[src/rtl/memSubsysPkg.sv]
package memSubsysPkg;
  localparam int NUM_BANKS = 4;
  localparam int DATA_W    = 8;

  typedef struct packed {
    logic [NUM_BANKS-1:0] ramWr;
    logic [NUM_BANKS-1:0] ramRd;
    logic                 romRd;
  } strobes_t;

  // Read-only byte at offset k: (k*3 + seed) mod 256
  function automatic logic [DATA_W-1:0] romByte(input logic [15:0] k,
                                                input logic [DATA_W-1:0] seed);
    logic [15:0] acc;
    acc = (k * 16'd3) + {8'd0, seed};
    return acc[DATA_W-1:0];
  endfunction
endpackage

[src/rtl/memCtrl.sv]
module memCtrl
  import memSubsysPkg::*;
#(
  parameter int ADDR_W  = 10,
  parameter int RAM_AW  = 7
) (
  input  logic              rstN,
  input  logic              busCs,
  input  logic              busCsN,
  input  logic              rdEn,
  input  logic              wrEn,
  input  logic [ADDR_W-1:0] addr,
  output strobes_t          strb
);
  localparam int BANK_W  = $clog2(NUM_BANKS);
  localparam int GRP_BIT = ADDR_W - 1;

  logic [BANK_W-1:0]    bankIdx;
  logic [NUM_BANKS-1:0] bankDec;
  logic [NUM_BANKS-1:0] ramCsHi;
  logic [NUM_BANKS-1:0] ramCsLo;
  logic                 romCsHi;
  logic                 romCsLo;

  assign bankIdx = addr[RAM_AW +: BANK_W];

  // 2-to-4 style one-hot decode of the bank field
  always_comb begin
    bankDec = '0;
    bankDec[bankIdx] = 1'b1;
  end

  // Per-device chip-select pairs: high select qualified by bus select,
  // low select raised by bus deselect or by the group bit
  genvar gi;
  generate
    for (gi = 0; gi < NUM_BANKS; gi++) begin : g_ramSel
      assign ramCsHi[gi] = busCs & bankDec[gi];
      assign ramCsLo[gi] = busCsN | addr[GRP_BIT];
      // Truth table: active when hi=1, lo=0; RD wins over WR
      assign strb.ramRd[gi] = ramCsHi[gi] & ~ramCsLo[gi] & rdEn;
      assign strb.ramWr[gi] = ramCsHi[gi] & ~ramCsLo[gi] & ~rdEn & wrEn & rstN;
    end
  endgenerate

  assign romCsHi    = busCs & addr[GRP_BIT];
  assign romCsLo    = busCsN;
  // Read-only store honours only the read strobe
  assign strb.romRd = romCsHi & ~romCsLo & rdEn;
endmodule

[src/rtl/memData.sv]
module memData
  import memSubsysPkg::*;
#(
  parameter int              RAM_AW   = 7,
  parameter int              ROM_AW   = 9,
  parameter logic [DATA_W-1:0] ROM_SEED = 8'h5A
) (
  input  logic              clk,
  input  strobes_t          strb,
  input  logic [RAM_AW-1:0] ramAddr,
  input  logic [ROM_AW-1:0] romAddr,
  input  logic [DATA_W-1:0] dataIn,
  output logic [DATA_W-1:0] dataOut,
  output logic              dataOe
);
  localparam int RAM_DEPTH = 1 << RAM_AW;

  logic [NUM_BANKS-1:0][DATA_W-1:0] bankQ;
  logic [DATA_W-1:0]                romQ;

  genvar gb;
  generate
    for (gb = 0; gb < NUM_BANKS; gb++) begin : g_bank
      logic [DATA_W-1:0] mem [0:RAM_DEPTH-1];
      always_ff @(posedge clk) begin
        if (strb.ramWr[gb]) mem[ramAddr] <= dataIn;
      end
      assign bankQ[gb] = mem[ramAddr];
    end
  endgenerate

  assign romQ = romByte({{(16-ROM_AW){1'b0}}, romAddr}, ROM_SEED);

  // AND-OR output mux; only an enabled device contributes
  always_comb begin
    dataOut = romQ & {DATA_W{strb.romRd}};
    for (int i = 0; i < NUM_BANKS; i++) begin
      dataOut = dataOut | (bankQ[i] & {DATA_W{strb.ramRd[i]}});
    end
  end

  assign dataOe = (|strb.ramRd) | strb.romRd;
endmodule

[src/rtl/memSubsys.sv]
module memSubsys
  import memSubsysPkg::*;
#(
  parameter int                ADDR_W   = 10,
  parameter int                RAM_AW   = 7,
  parameter logic [DATA_W-1:0] ROM_SEED = 8'h5A
) (
  input  logic              clk,
  input  logic              rstN,
  input  logic              busCs,
  input  logic              busCsN,
  input  logic              rdEn,
  input  logic              wrEn,
  input  logic [ADDR_W-1:0] addr,
  input  logic [DATA_W-1:0] dataIn,
  output logic [DATA_W-1:0] dataOut,
  output logic              dataOe
);
  localparam int ROM_AW = ADDR_W - 1;

  strobes_t strb;

  memCtrl #(.ADDR_W(ADDR_W), .RAM_AW(RAM_AW)) u_ctrl (
    .rstN   (rstN),
    .busCs  (busCs),
    .busCsN (busCsN),
    .rdEn   (rdEn),
    .wrEn   (wrEn),
    .addr   (addr),
    .strb   (strb)
  );

  memData #(.RAM_AW(RAM_AW), .ROM_AW(ROM_AW), .ROM_SEED(ROM_SEED)) u_data (
    .clk     (clk),
    .strb    (strb),
    .ramAddr (addr[RAM_AW-1:0]),
    .romAddr (addr[ROM_AW-1:0]),
    .dataIn  (dataIn),
    .dataOut (dataOut),
    .dataOe  (dataOe)
  );
endmodule

[config.mk]
export PLATFORM = sky130hd
export DESIGN_NAME = memSubsys
export DESIGN_NICKNAME = d
export VERILOG_FILES = /design/src/rtl/memSubsysPkg.sv /design/src/rtl/memCtrl.sv /design/src/rtl/memData.sv /design/src/rtl/memSubsys.sv
export SDC_FILE = /design/constraint.sdc
export NUM_CORES = 2
export LEC_CHECK = 0
export ABC_AREA = 1
export BUFFER_PORTS_ARGS = -buffer_cell sky130_fd_sc_hd__buf_4
export CORE_AREA = 2 2 651 653
export DETAILED_ROUTE_END_ITERATION = 10
export DIE_AREA = 0 0 653 655
export PLACE_DENSITY_LB_ADDON = 0.15
export SLEW_MARGIN = 10
export SYNTH_ARGS = -nofsm -noshare
export SYNTH_HDL_FRONTEND = slang
export SYNTH_SLANG_ARGS = --single-unit
[constraint.sdc]
create_clock -name clk -period 3 [get_ports clk]
set_input_delay 0.15 -clock clk [delete_from_list [all_inputs] [get_ports clk]]
set_output_delay 0.15 -clock clk [all_outputs]
set_load 0.05 [all_outputs]
==> report_table.html <==
<table>
<tr><th>Metric</th><th>Value</th></tr>
<tr><th colspan="2">Routing</th></tr>
<tr><td>Vias</td><td>113k</td></tr>
<tr><td>Total routed wirelength</td><td>526000 um</td></tr>
<tr><td>Number of violations reported at the end of detailed-routing iteration 0</td><td>11.1k</td></tr>
<tr><td>Antenna viol nets, final</td><td>0</td></tr>
<tr><td>DRC errors left</td><td>0</td></tr>
<tr><td>Number of iterations in the first detailed-routing pass</td><td>7</td></tr>
<tr><td>Routed via count divided by cell count</td><td>5.34</td></tr>
<tr><td>Routed length per placed instance</td><td>24.9 um</td></tr>
<tr><th colspan="2">Timing</th></tr>
<tr><td>Unrepaired setup endpoints after global routing</td><td>yes</td></tr>
<tr><td>Setup slack of the critical path after layout</td><td>-0.126 ns</td></tr>
<tr><td>Setup violations, final</td><td>8</td></tr>
<tr><td>Slew HR</td><td>32.0%</td></tr>
<tr><td>Slew of the pin with the lowest slew margin</td><td>1.02 ns</td></tr>
<tr><td>Final hold vios</td><td>0</td></tr>
<tr><td>Number of max-slew violations in the final report</td><td>0</td></tr>
<tr><td>Minimum clock period</td><td>3.13 ns</td></tr>
<tr><td>Maximum operating frequency</td><td>320 MHz</td></tr>
<tr><td>Post-route setup TNS</td><td>-0.840 ns</td></tr>
<tr><td>Ratio of final minimum period to clock period</td><td>104%</td></tr>
<tr><th colspan="2">Global route</th></tr>
<tr><td>GR Layer Usage met1</td><td>32.9%</td></tr>
<tr><td>All-layer global routing usage</td><td>24.1%</td></tr>
<tr><td>Initial antenna violation count</td><td>13</td></tr>
<tr><td>Busiest metal layer after global routing</td><td>met2</td></tr>
<tr><td>Wire length of the first global-routing pass</td><td>761000 um</td></tr>
<tr><td>Maximum number of pins on one net before global-route repair</td><td>129</td></tr>
<tr><td>Met2 track demand over resource in global routing</td><td>39.7%</td></tr>
<tr><td>Vias in the first global route</td><td>108k</td></tr>
<tr><td>Global Route met3 Usage</td><td>2.85%</td></tr>
<tr><td>Congestion Overflow GR</td><td>0</td></tr>
<tr><th colspan="2">Floorplanning</th></tr>
<tr><td>Die extent in y</td><td>655 um</td></tr>
<tr><td>Top Ports</td><td>33</td></tr>
<tr><td>Total die area</td><td>428000 um^2</td></tr>
<tr><td>Row cnt</td><td>239</td></tr>
<tr><td>Area of the core</td><td>422000 um^2</td></tr>
<tr><td>Starting density of the core</td><td>39.7%</td></tr>
<tr><td>Die span in x</td><td>653 um</td></tr>
<tr><th colspan="2">Min path</th></tr>
<tr><td>Source of the worst hold timing path</td><td>rstN</td></tr>
<tr><td>Class of the tightest hold or removal check</td><td>input pin to flop</td></tr>
<tr><td>Worst hold path endpoint</td><td>u_data.g_bank[0].mem[102][0]$_DFFE_PP_</td></tr>
<tr><td>Number of cells traversed by the worst hold path</td><td>4</td></tr>
<tr><th colspan="2">Yosys</th></tr>
<tr><td>Warnings from Yosys</td><td>0</td></tr>
<tr><td>#FFs+latches synth</td><td>4096</td></tr>
<tr><td>Gate count of the mapped netlist</td><td>14.1k</td></tr>
<tr><td>Post-Synthesis Net Count</td><td>14.1k</td></tr>
<tr><td>Sequential share of the synthesized area</td><td>73.4%</td></tr>
<tr><td>Synthesized area per cell</td><td>11.9 um^2</td></tr>
<tr><td>Count of distinct cell types in the synthesized netlist</td><td>26</td></tr>
<tr><td>Post-synth design cell area</td><td>168000 um^2</td></tr>
<tr><th colspan="2">Clock tree</th></tr>
<tr><td>Master cell of the clock root buffer</td><td>sky130_fd_sc_hd__clkbuf_16</td></tr>
<tr><td>Htree depth</td><td>5</td></tr>
<tr><td>Post-CTS setup buffer count</td><td>0</td></tr>
<tr><td>Clock edge transition at the registers on the reported setup and hold paths</td><td>0.06 ns</td></tr>
<tr><td>Sink count of the clock tree</td><td>4096</td></tr>
<tr><td>CTS tree</td><td>done</td></tr>
<tr><td>Clock buffer count from CTS</td><td>436</td></tr>
<tr><td>Max clock buf depth</td><td>4</td></tr>
<tr><th colspan="2">Setup path</th></tr>
<tr><td>Arrival @ worst endpoint</td><td>2.98 ns</td></tr>
<tr><td>WP data required</td><td>2.85 ns</td></tr>
<tr><td>Launching element type of the critical path</td><td>flop</td></tr>
<tr><td>Critical-path maximum fanout</td><td>1</td></tr>
<tr><td>Type of the worst setup path</td><td>flop to output port</td></tr>
<tr><td>Critical Path End Type</td><td>output port</td></tr>
<tr><th colspan="2">Pwr</th></tr>
<tr><td>Clk pwr share</td><td>41.9%</td></tr>
<tr><td>Internal power component</td><td>0.0953 W</td></tr>
<tr><td>Sequential cell fraction of total power</td><td>50.7%</td></tr>
<tr><td>Post-route total power</td><td>0.124 W</td></tr>
<tr><td>Cell leakage power</td><td>72.2 nW</td></tr>
<tr><td>VDD IR-drop max</td><td>0.000486 V</td></tr>
<tr><td>Switching pwr</td><td>0.0289 W</td></tr>
<tr><td>Proportion of power drawn by combinational gates</td><td>7.4%</td></tr>
<tr><td>Power per cell area</td><td>618 nW/um^2</td></tr>
<tr><td>Switching Share</td><td>23.2%</td></tr>
<tr><th colspan="2">Layout</th></tr>
<tr><td>Register with the most flip-flops</td><td>u_data.g_bank.mem</td></tr>
<tr><td>Flip-flop count of the largest register, all copies and words added</td><td>4096</td></tr>
<tr><td>Commonest cells after routing, fill and taps aside</td><td>4353 x sky130_fd_sc_hd__nand2_1, 4096 x sky130_fd_sc_hd__edfxtp_1, 3664 x sky130_fd_sc_hd__nand3_1</td></tr>
<tr><td>Registers with the most flip-flops</td><td>u_data.g_bank.mem x4096</td></tr>
<tr><td>NumNets Final</td><td>15.2k</td></tr>
<tr><td>Final design instance area without fill</td><td>201000 um^2</td></tr>
<tr><td>Layout overhead on the synthesized area</td><td>20.0%</td></tr>
<tr><td>Final cell utilization of the core</td><td>47.7%</td></tr>
<tr><td>Most common cell after layout, fill and taps aside</td><td>sky130_fd_sc_hd__nand2_1</td></tr>
<tr><td>Fraction of final layout cells sized beyond drive strength 1</td><td>16.7%</td></tr>
<tr><th colspan="2">Placed design</th></tr>
<tr><td>Last weighted congestion value of the routability-driven placer</td><td>0.910</td></tr>
<tr><td>Worst slack at placement</td><td>-0.556 ns</td></tr>
<tr><td>Placed cell areas</td><td>185000 um^2</td></tr>
<tr><td>Number of port buffers</td><td>32</td></tr>
<tr><td>Post-detail-place hpwl</td><td>339000 um</td></tr>
<tr><th colspan="2">Run status</th></tr>
<tr><td>Violations in the final reports</td><td>negative setup slack</td></tr>
<tr><td>Status</td><td>complete, but fails checks</td></tr>
<tr><th colspan="2">Job</th></tr>
<tr><td>Number of maximum-capacitance constraint violations</td><td>0</td></tr>
</table>
-- Yosys cell counts (all sizes together) --
library cell | number | area share [%]
a21oi | 5 | 0.015
a31oi | 1 | 0.0037
buf | 829 | 2.9
clkbuf | 137 | 0.31
clkinv | 2 | 0.0045
edfxtp | 4096 | 73
fa | 1 | 0.012
ha | 22 | 0.16
inv | 55 | 0.13
nand2 | 4380 | 9.8
nand3 | 4011 | 12
nand3b | 2 | 0.0090
nand4 | 1 | 0.0037
nor2 | 538 | 1.2
nor3 | 2 | 0.0060
nor4 | 3 | 0.011
o21a | 1 | 0.0045
o21ai | 1 | 0.0030
or2 | 2 | 0.0075
xnor2 | 1 | 0.0052
xor2 | 2 | 0.010
-- logic make-up (layout without fill, tap and decap cells) --
family | Yosys count | count (layout) | synth area share, %
and+or+nand+nor | 8939 | 8939 | 23.0
DFF | 4096 | 4096 | 73.4
buffers and inverters | 1023 | 2454 | 3.35
adders and majority gates | 23 | 23 | 0.176
AOI/OAI and AO/OA | 8 | 8 | 0.0261
xor gates and xnor gates | 3 | 3 | 0.0157
other | 0 | 5 | 0
-- layer usage --
metal / share of wire (%) / vias up
met1: 42 / 56100
met4: 4.1 / 0
met5: 0 / -
met3: 6.0 / 753
li1: - / 52200
met2: 48 / 3509
-- critical path, cell delays in order (launching register included) --
cell	delay, ns
sky130_fd_sc_hd__edfxtp_1	0.35
sky130_fd_sc_hd__nand2_1	0.08
sky130_fd_sc_hd__nand3_2	0.11
sky130_fd_sc_hd__nand3_2	0.13
sky130_fd_sc_hd__nand3_2	0.11
sky130_fd_sc_hd__nand3_2	0.11
sky130_fd_sc_hd__nand3_1	0.13
sky130_fd_sc_hd__buf_12	0.18
sky130_fd_sc_hd__nand3_1	0.14
sky130_fd_sc_hd__nand2_1	0.07
sky130_fd_sc_hd__nand2_1	0.06
sky130_fd_sc_hd__nand2_1	0.05
sky130_fd_sc_hd__inv_1	0.06
sky130_fd_sc_hd__nand2_2	0.08
sky130_fd_sc_hd__buf_12	0.16
sky130_fd_sc_hd__buf_12	0.15
-- cell type report --
type,count,area [um^2]
antenna,5,12.5
clock buffer,526,11400
clock inverter,273,2200
fill,37800,221000
inverter,57,275
multi-input combinational,8973,41300
sequential,4096,123000
tap,5543,6940
timing repair buffer,1598,15900
-- worst max path at each step --
stage | startpoint | to | depth (start not counted)
CTS | u_data.g_bank[3].mem[79][7]$_DFFE_PP_ | dataOut[7] | 16
floorplan | addr[3] | dataOut[7] | 17
detailed placement | addr[1] | dataOut[0] | 19
global route | u_data.g_bank[3].mem[67][7]$_DFFE_PP_ | dataOut[7] | 16
global placement | addr[1] | dataOut[0] | 19
finish | u_data.g_bank[0].mem[1][7]$_DFFE_PP_ | dataOut[7] | 15
-- power by group through the flow --
stage	clock network, W	registers [W]	logic (W)
after floorplan	0	0.0642	0.00393
after global placement	0	0.0641	0.00881
after detailed placement	0	0.0641	0.00884
after CTS	0.0529	0.0629	0.00918
after global routing	0.0550	0.0629	0.00983
final	0.0520	0.0629	0.00923
-- through the flow --
step / cells / hold WS, ns
4_1_cts: 21100 / 0.101
3_5_place_dp: 20300 / 0.597
6_report: 21100 / 0.155
2_1_floorplan: 14100 / 0.249
5_1_grt: 21100 / 0.153
3_3_place_gp: 20300 / 0.592
-- timing repair --
item                       in CTS  in global routing
gates cloned                    0                  0
pin swaps                      83                 42
gates resized for setup       409                 89
hold endpoints to repair     1927                  0
setup endpoints to repair       8                  8
hold buffers                    8                  0
Note: power is estimated with default switching activity, not from simulation.
